[src/rtl/sramdec_pkg.sv]
package sramdec_pkg;

    localparam int OPS = 7;

    typedef enum logic [2:0] {
        K_DSL = 3'd0,
        K_BRD = 3'd1,
        K_BWR = 3'd2,
        K_CRD = 3'd3,
        K_CWR = 3'd4,
        K_SRD = 3'd5,
        K_SWR = 3'd6
    } kind_e;

    function automatic logic is_begin(kind_e k);
        return (k == K_BRD) || (k == K_BWR);
    endfunction

    function automatic logic is_write(kind_e k);
        return (k == K_BWR) || (k == K_CWR) || (k == K_SWR);
    endfunction

    function automatic logic is_step(kind_e k);
        return (k == K_CRD) || (k == K_CWR);
    endfunction

    function automatic logic [OPS-1:0] to_onehot(kind_e k);
        logic [OPS-1:0] v;
        v = '0;
        v[k] = 1'b1;
        return v;
    endfunction

endpackage

[src/rtl/sdec_lane_mask.sv]
module sdec_lane_mask #(
    parameter int LANES = 4
) (
    input  logic             all_wr_n,
    input  logic             lane_gate_n,
    input  logic [LANES-1:0] lane_wr_n,
    output logic [LANES-1:0] raw_mask,
    output logic             wr_req
);
    // Each lane: written by the global write, or by its own enable when gated in.
    for (genvar i = 0; i < LANES; i++) begin : g_lane
        assign raw_mask[i] = ~all_wr_n | (~lane_gate_n & ~lane_wr_n[i]);
    end

    assign wr_req = |raw_mask;
endmodule

[src/rtl/sdec_classify.sv]
module sdec_classify
    import sramdec_pkg::*;
(
    input  logic  sel_a_n,
    input  logic  sel_b,
    input  logic  sel_c_n,
    input  logic  strb_host_n,
    input  logic  strb_ctrl_n,
    input  logic  step_n,
    input  logic  wr_req,
    input  logic  burst_open,
    output kind_e kind
);
    logic chip_on;
    logic host_take;

    assign chip_on   = sel_b & ~sel_c_n;
    assign host_take = ~strb_host_n & ~sel_a_n;

    always_comb begin
        if (host_take) begin
            kind = chip_on ? K_BRD : K_DSL;
        end else if (!strb_ctrl_n) begin
            if (sel_a_n || !chip_on)
                kind = K_DSL;
            else
                kind = wr_req ? K_BWR : K_BRD;
        end else if (!burst_open) begin
            kind = K_DSL;
        end else if (!step_n) begin
            kind = wr_req ? K_CWR : K_CRD;
        end else begin
            kind = wr_req ? K_SWR : K_SRD;
        end
    end
endmodule

[src/rtl/sdec_out_reg.sv]
module sdec_out_reg
    import sramdec_pkg::*;
#(
    parameter int LANES = 4
) (
    input  logic             clk,
    input  logic             rst,
    input  kind_e            kind,
    input  logic [LANES-1:0] raw_mask,
    output logic             burst_open,
    output logic [OPS-1:0]   op_oh,
    output logic             load_addr,
    output logic             step_addr,
    output logic [LANES-1:0] wr_mask
);
    always_ff @(posedge clk) begin
        if (rst) begin
            burst_open <= 1'b0;
            op_oh      <= to_onehot(K_DSL);
            load_addr  <= 1'b0;
            step_addr  <= 1'b0;
            wr_mask    <= '0;
        end else begin
            if (is_begin(kind))
                burst_open <= 1'b1;
            else if (kind == K_DSL)
                burst_open <= 1'b0;
            op_oh     <= to_onehot(kind);
            load_addr <= is_begin(kind);
            step_addr <= is_step(kind);
            wr_mask   <= is_write(kind) ? raw_mask : '0;
        end
    end
endmodule

[src/rtl/sram_cmd_decoder.sv]
module sram_cmd_decoder
    import sramdec_pkg::*;
#(
    parameter int LANES = 4
) (
    input  logic             clk,
    input  logic             rst,
    input  logic             sel_a_n,
    input  logic             sel_b,
    input  logic             sel_c_n,
    input  logic             strb_host_n,
    input  logic             strb_ctrl_n,
    input  logic             step_n,
    input  logic             all_wr_n,
    input  logic             lane_gate_n,
    input  logic [LANES-1:0] lane_wr_n,
    output logic [OPS-1:0]   op_oh,
    output logic             load_addr,
    output logic             step_addr,
    output logic [LANES-1:0] wr_mask
);
    logic [LANES-1:0] raw_mask;
    logic             wr_req;
    logic             burst_open;
    kind_e            kind;

    sdec_lane_mask #(.LANES(LANES)) u_mask (
        .all_wr_n    (all_wr_n),
        .lane_gate_n (lane_gate_n),
        .lane_wr_n   (lane_wr_n),
        .raw_mask    (raw_mask),
        .wr_req      (wr_req)
    );

    sdec_classify u_cls (
        .sel_a_n     (sel_a_n),
        .sel_b       (sel_b),
        .sel_c_n     (sel_c_n),
        .strb_host_n (strb_host_n),
        .strb_ctrl_n (strb_ctrl_n),
        .step_n      (step_n),
        .wr_req      (wr_req),
        .burst_open  (burst_open),
        .kind        (kind)
    );

    sdec_out_reg #(.LANES(LANES)) u_reg (
        .clk        (clk),
        .rst        (rst),
        .kind       (kind),
        .raw_mask   (raw_mask),
        .burst_open (burst_open),
        .op_oh      (op_oh),
        .load_addr  (load_addr),
        .step_addr  (step_addr),
        .wr_mask    (wr_mask)
    );
endmodule

[config.mk]
export PLATFORM = sky130hd
export DESIGN_NAME = sram_cmd_decoder
export DESIGN_NICKNAME = d
export VERILOG_FILES = /design/src/rtl/sramdec_pkg.sv /design/src/rtl/sdec_lane_mask.sv /design/src/rtl/sdec_classify.sv /design/src/rtl/sdec_out_reg.sv /design/src/rtl/sram_cmd_decoder.sv
export SDC_FILE = /design/constraint.sdc
export NUM_CORES = 1
export LEC_CHECK = 0
export ABC_AREA = 1
export ABC_CLOCK_PERIOD_IN_PS = 4700
export BUFFER_PORTS_ARGS = -buffer_cell sky130_fd_sc_hd__buf_4
export CORE_MARGIN = 4
export CORE_UTILIZATION = 45
export DETAILED_ROUTE_END_ITERATION = 6
export PLACE_DENSITY = 0.87
export SLEW_MARGIN = 10
export SYNTH_ARGS = -nofsm -noshare
export SYNTH_HDL_FRONTEND = slang
export SYNTH_SLANG_ARGS = --single-unit
[constraint.sdc]
create_clock -name clk -period 4.7 [get_ports clk]
set_input_delay 0.705 -clock clk [delete_from_list [all_inputs] [get_ports clk]]
set_output_delay 0.705 -clock clk [all_outputs]
set_load 0.05 [all_outputs]
After elaboration in Yosys (flattened, before gate mapping)

Cells that the tools add are included.

Flip-flop bits (word level): 14
Latch bits: 0
Bits in writable memories: 0
Bits in read-only memories: 0
Input port bits: 14
Word-level logic and storage cells: 56
Memories kept: 0

$add $sub $neg: 0
$mul: 0
Divide/modulo/power cells: 0
$lt $le $gt $ge: 2
Equality and inequality tests: 5
Shift operators: 0
Muxes and demuxes: 13
Bitwise logic cells: 20
Reduce and logical (&&, ||, !) cells: 11

Operators by type and width:

| kind                                                               | count |
|---|---|
| 2-to-1 mux 3 bit                                                   | 6 |
| NOT 1 bit                                                          | 10 |
| bitwise AND 1 bit                                                  | 6 |
| equality test 3 x 2 -> 1 bit (second input constant)               | 2 |
| equality test 3 bit (second input constant)                        | 2 |
| logical OR 1 bit                                                   | 5 |
| < comparator 3 x 4 -> 1 bit (second input constant)                | 1 |
| 2-to-1 mux 1 bit                                                   | 4 |
| 2-to-1 mux 2 bit                                                   | 2 |
| bitwise OR 1 bit                                                   | 4 |
| OR reduction 4 bit                                                 | 1 |
| demux 1 bit (select 3 bit)                                         | 1 |
| equality test 3 x 1 -> 1 bit (second input constant)               | 1 |
| greater-or-equal comparator 3 x 1 -> 1 bit (second input constant) | 1 |
| zero test 3 bit                                                    | 1 |
| nonzero test 2 bit                                                 | 1 |
| OR reduction 2 bit                                                 | 1 |
| logical AND 1 bit                                                  | 1 |
| zero test 1 bit                                                    | 1 |

Longest topological paths before layout

Depth after elaboration: 14
Mapped depth: 13

Cells and area by module

A second synthesis with hierarchy kept.

Cell total of the unflattened synthesis: 80
Area, all modules: 564.3 sq um

Modules (own cells, without submodules):

| module         | times used | cells each | area an instance (sq um) |
|---|---|---|---|
| sdec_out_reg   | 1          | 45         | 404.1 |
| sdec_classify  | 1          | 23         | 108.9 |
| sdec_lane_mask | 1          | 12         | 51.3 |

Worst setup path after synthesis

OpenSTA, ideal clock, no wires.

Path kind: input port to flip-flop
Start point: input all_wr_n
End point: register u_reg.load_addr
Library setup time: 0.059 ns
Arrival: 1.911 ns
Data required time: 4.641 ns
Slack: 2.730 ns
Stages: 12
Cells stage by stage: inv_1 nor2_2 inv_2 nor2_4 ha_1 inv_1 nand2_1 a21oi_1 nand2_2 nor2_1 nand2_1 nand2_1

Longest elaborated chain between the ends: 10
Elaborated cells between the ends (all ways): 17
Classes of those cells: eq/ne: 2; mux: 8; bitwise: 5; reduce/logical: 2

RTL lines:

| item                                                                         | line                                                          | source |
|---|---|---|
| start: declaration                                                           | sram_cmd_decoder.sv:14                                        | `input logic all_wr_n,` |
| NOT 1 bit (*)                                                                | sdec_lane_mask.sv:12                                          | `assign raw_mask[i] = ~all_wr_n \| (~lane_gate_n & ~lane_wr_n[i]);` |
| bitwise OR 1 bit                                                             | sdec_lane_mask.sv:12                                          |  |
| OR reduction 4 bit (*)                                                       | sdec_lane_mask.sv:15                                          | `assign wr_req = \|raw_mask;` |
| 2-to-1 mux 3 bit or 2-to-1 mux 2 bit (tied branches)                         | sdec_classify.sv:31, sdec_classify.sv:27, sdec_classify.sv:33 |  |
| 2-to-1 mux 3 bit                                                             | sdec_classify.sv:30                                           | `end else if (!step_n) begin` |
| 2-to-1 mux 3 bit                                                             | sdec_classify.sv:28                                           | `end else if (!burst_open) begin` |
| 2-to-1 mux 3 bit (*)                                                         | sdec_classify.sv:23                                           | `end else if (!strb_ctrl_n) begin` |
| 2-to-1 mux 3 bit (*)                                                         | sdec_classify.sv:21                                           | `if (host_take) begin` |
| equality test 3 x 1 -> 1 bit or equality test 3 x 2 -> 1 bit (tied branches) | sramdec_pkg.sv:16                                             | `return (k == K_BRD) \|\| (k == K_BWR);` |
| logical OR 1 bit (*)                                                         | sramdec_pkg.sv:16                                             |  |
| end signal: assignment                                                       | sdec_out_reg.sv:29                                            | `load_addr <= is_begin(kind);` |
| end: declaration                                                             | sdec_out_reg.sv:12                                            | `output logic load_addr,` |

Mark *: on every way between the ends. The rest lies on a longest branch, timed or not.
A chain may end at the register's enable or synchronous reset.

Worst setup path in the final report

Ends and elaborated chain as after synthesis.

==> run summary <==
## Detailed routing
• 9.326 um — Avg WL per Cell
• 0 — total DRC errors in the routed layout
• 0 — residual antenna-violating net count after detailed routing
• 1259 um — Routed Wire Length
• 19 — initial detailed-routing violation count
• 4 — Pre-Repair DR Iteration Count
• 614 — DR vias
• 4.548 — Vias/cell

## Place
• 0.7755 — final weighted congestion in routability-driven placement
• 1045 um — DPL Wire Length
• 26 — number of buffers inserted by port buffering
• 850.8 sq um — standard cell area after detailed placement

## STA
• 0 ns — accumulated negative setup slack
• 0 — number of pins exceeding their max-slew limit in the final report
• no — setup repair after global routing missed its margin
• 0.2667 ns — slew at the pin closest to its max-slew limit
• 1.967 ns — Period minus WS final
• 0.4185 — Final period util
• 508.4 MHz — maximum clock rate
• 0 — number of setup violations in the final report
• 0.8212 — Max-Slew Margin vs Limit
• 0 — Final Hold Viols
• 0.005644 ns — Layout Skew

## Worst setup path
• primary input to flop — start-to-end type of the worst setup path
• 6 — CP max FO
• flop — Setup crit end kind
• primary input — startpoint class of the critical path
• u_reg.burst_open — r2r startpoint
• 3.49 ns — internal reg-to-reg setup slack
• u_reg.wr_mask[0] — Reg2Reg Capture Point
• 2.18 ns — arrival time at the worst endpoint
• 4.92 ns — required time of the worst setup path
• 6 — cell count of the worst reg-to-reg path

## Global routing
• 535 — via count of the first global-routing pass
• 9 — maximum number of pins on one net before global-route repair
• 2076 um — wire length of the first global-routing pass
• 0 — gr ovfl total
• 0 — initial antenna violation count
• 0.1371 — GR Util All Layers

## Final layout
• 887.1 sq um — final std cell area, no fill
• 280.3 sq um — area taken by flip-flops and latches
• 119 — Filler cells
• buf_4 — leading cell type in the layout, fill and taps excluded
• 281.5 sq um — area of the multi-input gates
• 136 — Total Nets Final
• 39.29% — layout-stage area growth over the synthesis result
• 0.3667 — layout cell share with drive strength beyond 1
• 0 — final antenna diode count
• 26 x buf_4, 19 x nand2_1, 18 x inv_1 — leading cell types in the layout, fill and taps excluded

## CTS
• 0.27 ns — worst-skew pair later-pin latency
• 0 — cts hold-fix bufs
• 14 — number of clock sinks
• 2 — Clock Path Buffers
• 3 — number of CTS-inserted buffers
• yes — clock tree from TritonCTS
• 0.08 ns — clock-pin slew on the worst setup and hold paths
• 0 — post-CTS repair timing setup buffer count
• 1 — H-tree levels
• clkbuf_4 — CTS Root Buffer Type
• 0 — Gates resized, CTS repair

## Flow run
• 0 — max_cap viols

## Die
• 2081 sq um — full die area
• 45.62 um — Chip Width
• 45.62 um — Die Ht
• 0.4834 — initial core utilization
• 27 — Boundary Pins
• 13 — Rows
• 1318 sq um — core footprint

## Logic synthesis
• 0 — total of warnings raised by yosys
• 90 — cell count after synthesis
• 0.01572 — share of the synthesized area in compound gates (AO/OA/AOI/OAI)
• 0.4401 — post-synthesis sequential area ratio
• 7.076 sq um — average size of a mapped cell
• 0.01965 — arithmetic-cell share of the synthesized area counting full adders, half adders and majority gates
• 0.4067 — synthesized-area fraction occupied by and/or/nand/nor cells
• 0 — fraction of synthesized area in multiplexers
• dfxtp_1 44%, nand2_1 11%, inv_1 11% — largest cells by area after synthesis
• dfxtp_1 — cell taking the most area after synthesis
• 105 — Net Count, Synth
• 0.4401 — fraction of synthesized cell area taken by the top area cell type
• 16 — distinct cell type count after synthesis
• 0 — Synth Area in XOR/XNOR
• 636.9 sq um — netlist area before placement
• simple AND/OR/NAND/NOR gates — main combinational cell family by area after synthesis
• 14 — post-synthesis sequential element count

## Status
• finished clean — run status

## Power and ir drop
• 73.14 uW — Switching Power
• 0.314 — proportion of power drawn by the clock network
• 297.3 nW/um^2 — power per standard cell area
• 0.473 — relative contribution of sequential cells to total power
• 0.0001411 V — peak supply drop
• 0.0005132 uW — Lkg Pwr
• 0.2773 — switching fraction of total power
• 0.213 — combinational share of power
• 263.7 uW — total design power
• 190.6 uW — internal power summed over all cells

## Min path
• u_reg.op_oh[5] — destination of the worst hold path
• u_reg.burst_open — critical hold path startpoint
• flop to flop — path type of the worst min-delay path
• 4 — number of cells on the worst hold path

-- routing by layer --
metal | up-vias | routed length (um) | global-route usage
met2 | 20 | 670 | 0.2368
met4 | 0 | 18 | 0.08772
met5 | - | 0 | 0
met1 | 269 | 486 | 0.1518
met3 | 2 | 83 | 0.02372
li1 | 323 | - | -
-- power groups by stage --
stage / Sequential, uW / Clock, uW / Combinational [uW]
after floorplan: 142 / 0 / 22.1
after global placement: 127 / 0 / 54.9
after detailed placement: 128 / 0 / 56.2
after CTS: 125 / 86.3 / 56.5
after global routing: 125 / 89.0 / 61.8
final: 125 / 82.7 / 56.2
-- sequential cells by signal, indices dropped and copies added, names as in the netlist --
signal,cells
u_reg.step_addr,1
u_reg.wr_mask,4
u_reg.load_addr,1
u_reg.op_oh,7
u_reg.burst_open,1
-- synthesized netlist by cell type, drive strengths merged --
cell and instances:
nor3 2, nand3 6, nand2 25, a21oi 2, nor2 19, inv 19, ha 1, clkinv 1
nand4 1, dfxtp 14
-- stage by stage --
step	worst slack, ns	utilization	hold WS [ns]	cells
final	2.733	0.6733	0.6129	135
after global routing	2.595	0.6733	0.6637	135
after CTS	2.752	0.6733	0.6181	135
after detailed placement	2.476	0.6458	0.5958	131
after global placement	2.532	0.6458	0.6028	131
after floorplan	2.730	-	0.5563	90
-- cell type report --
type                    instances  area share
multi-input cells              56      0.3173
flip-flops and latches         14      0.3159
repair buffers                 26      0.2200
inverters                      20     0.08463
clock buffers                   4     0.04090
well taps                      15     0.02116
-- critical path: stages --
cell,delay (ns)
buf_4,0.08
inv_1,0.07
nor2_2,0.19
inv_2,0.06
nor2_4,0.13
ha_1,0.23
inv_1,0.05
nand2_1,0.04
a21oi_1,0.16
nand2_2,0.13
nor2_1,0.17
nand2_1,0.09
nand2_1,0.07
-- cells by family after synthesis --
logic type / count (synthesis)
buffers and inverters: 20
adder cells (fa/ha/maj): 1
AO/OA/AOI/OAI: 2
flip-flops: 14
AND/OR/NAND/NOR: 53
-- how the worst max path moves through the flow --
stage	start	to	slack, ns	cells past startpoint
2_1_floorplan	all_wr_n	u_reg.load_addr	2.73	12
3_3_place_gp	all_wr_n	u_reg.load_addr	2.53	13
3_5_place_dp	all_wr_n	u_reg.load_addr	2.48	13
4_1_cts	all_wr_n	u_reg.load_addr	2.75	13
5_1_grt	all_wr_n	u_reg.load_addr	2.60	13
6_report	all_wr_n	u_reg.load_addr	2.73	13
Note: power is estimated with default switching activity, not from simulation.
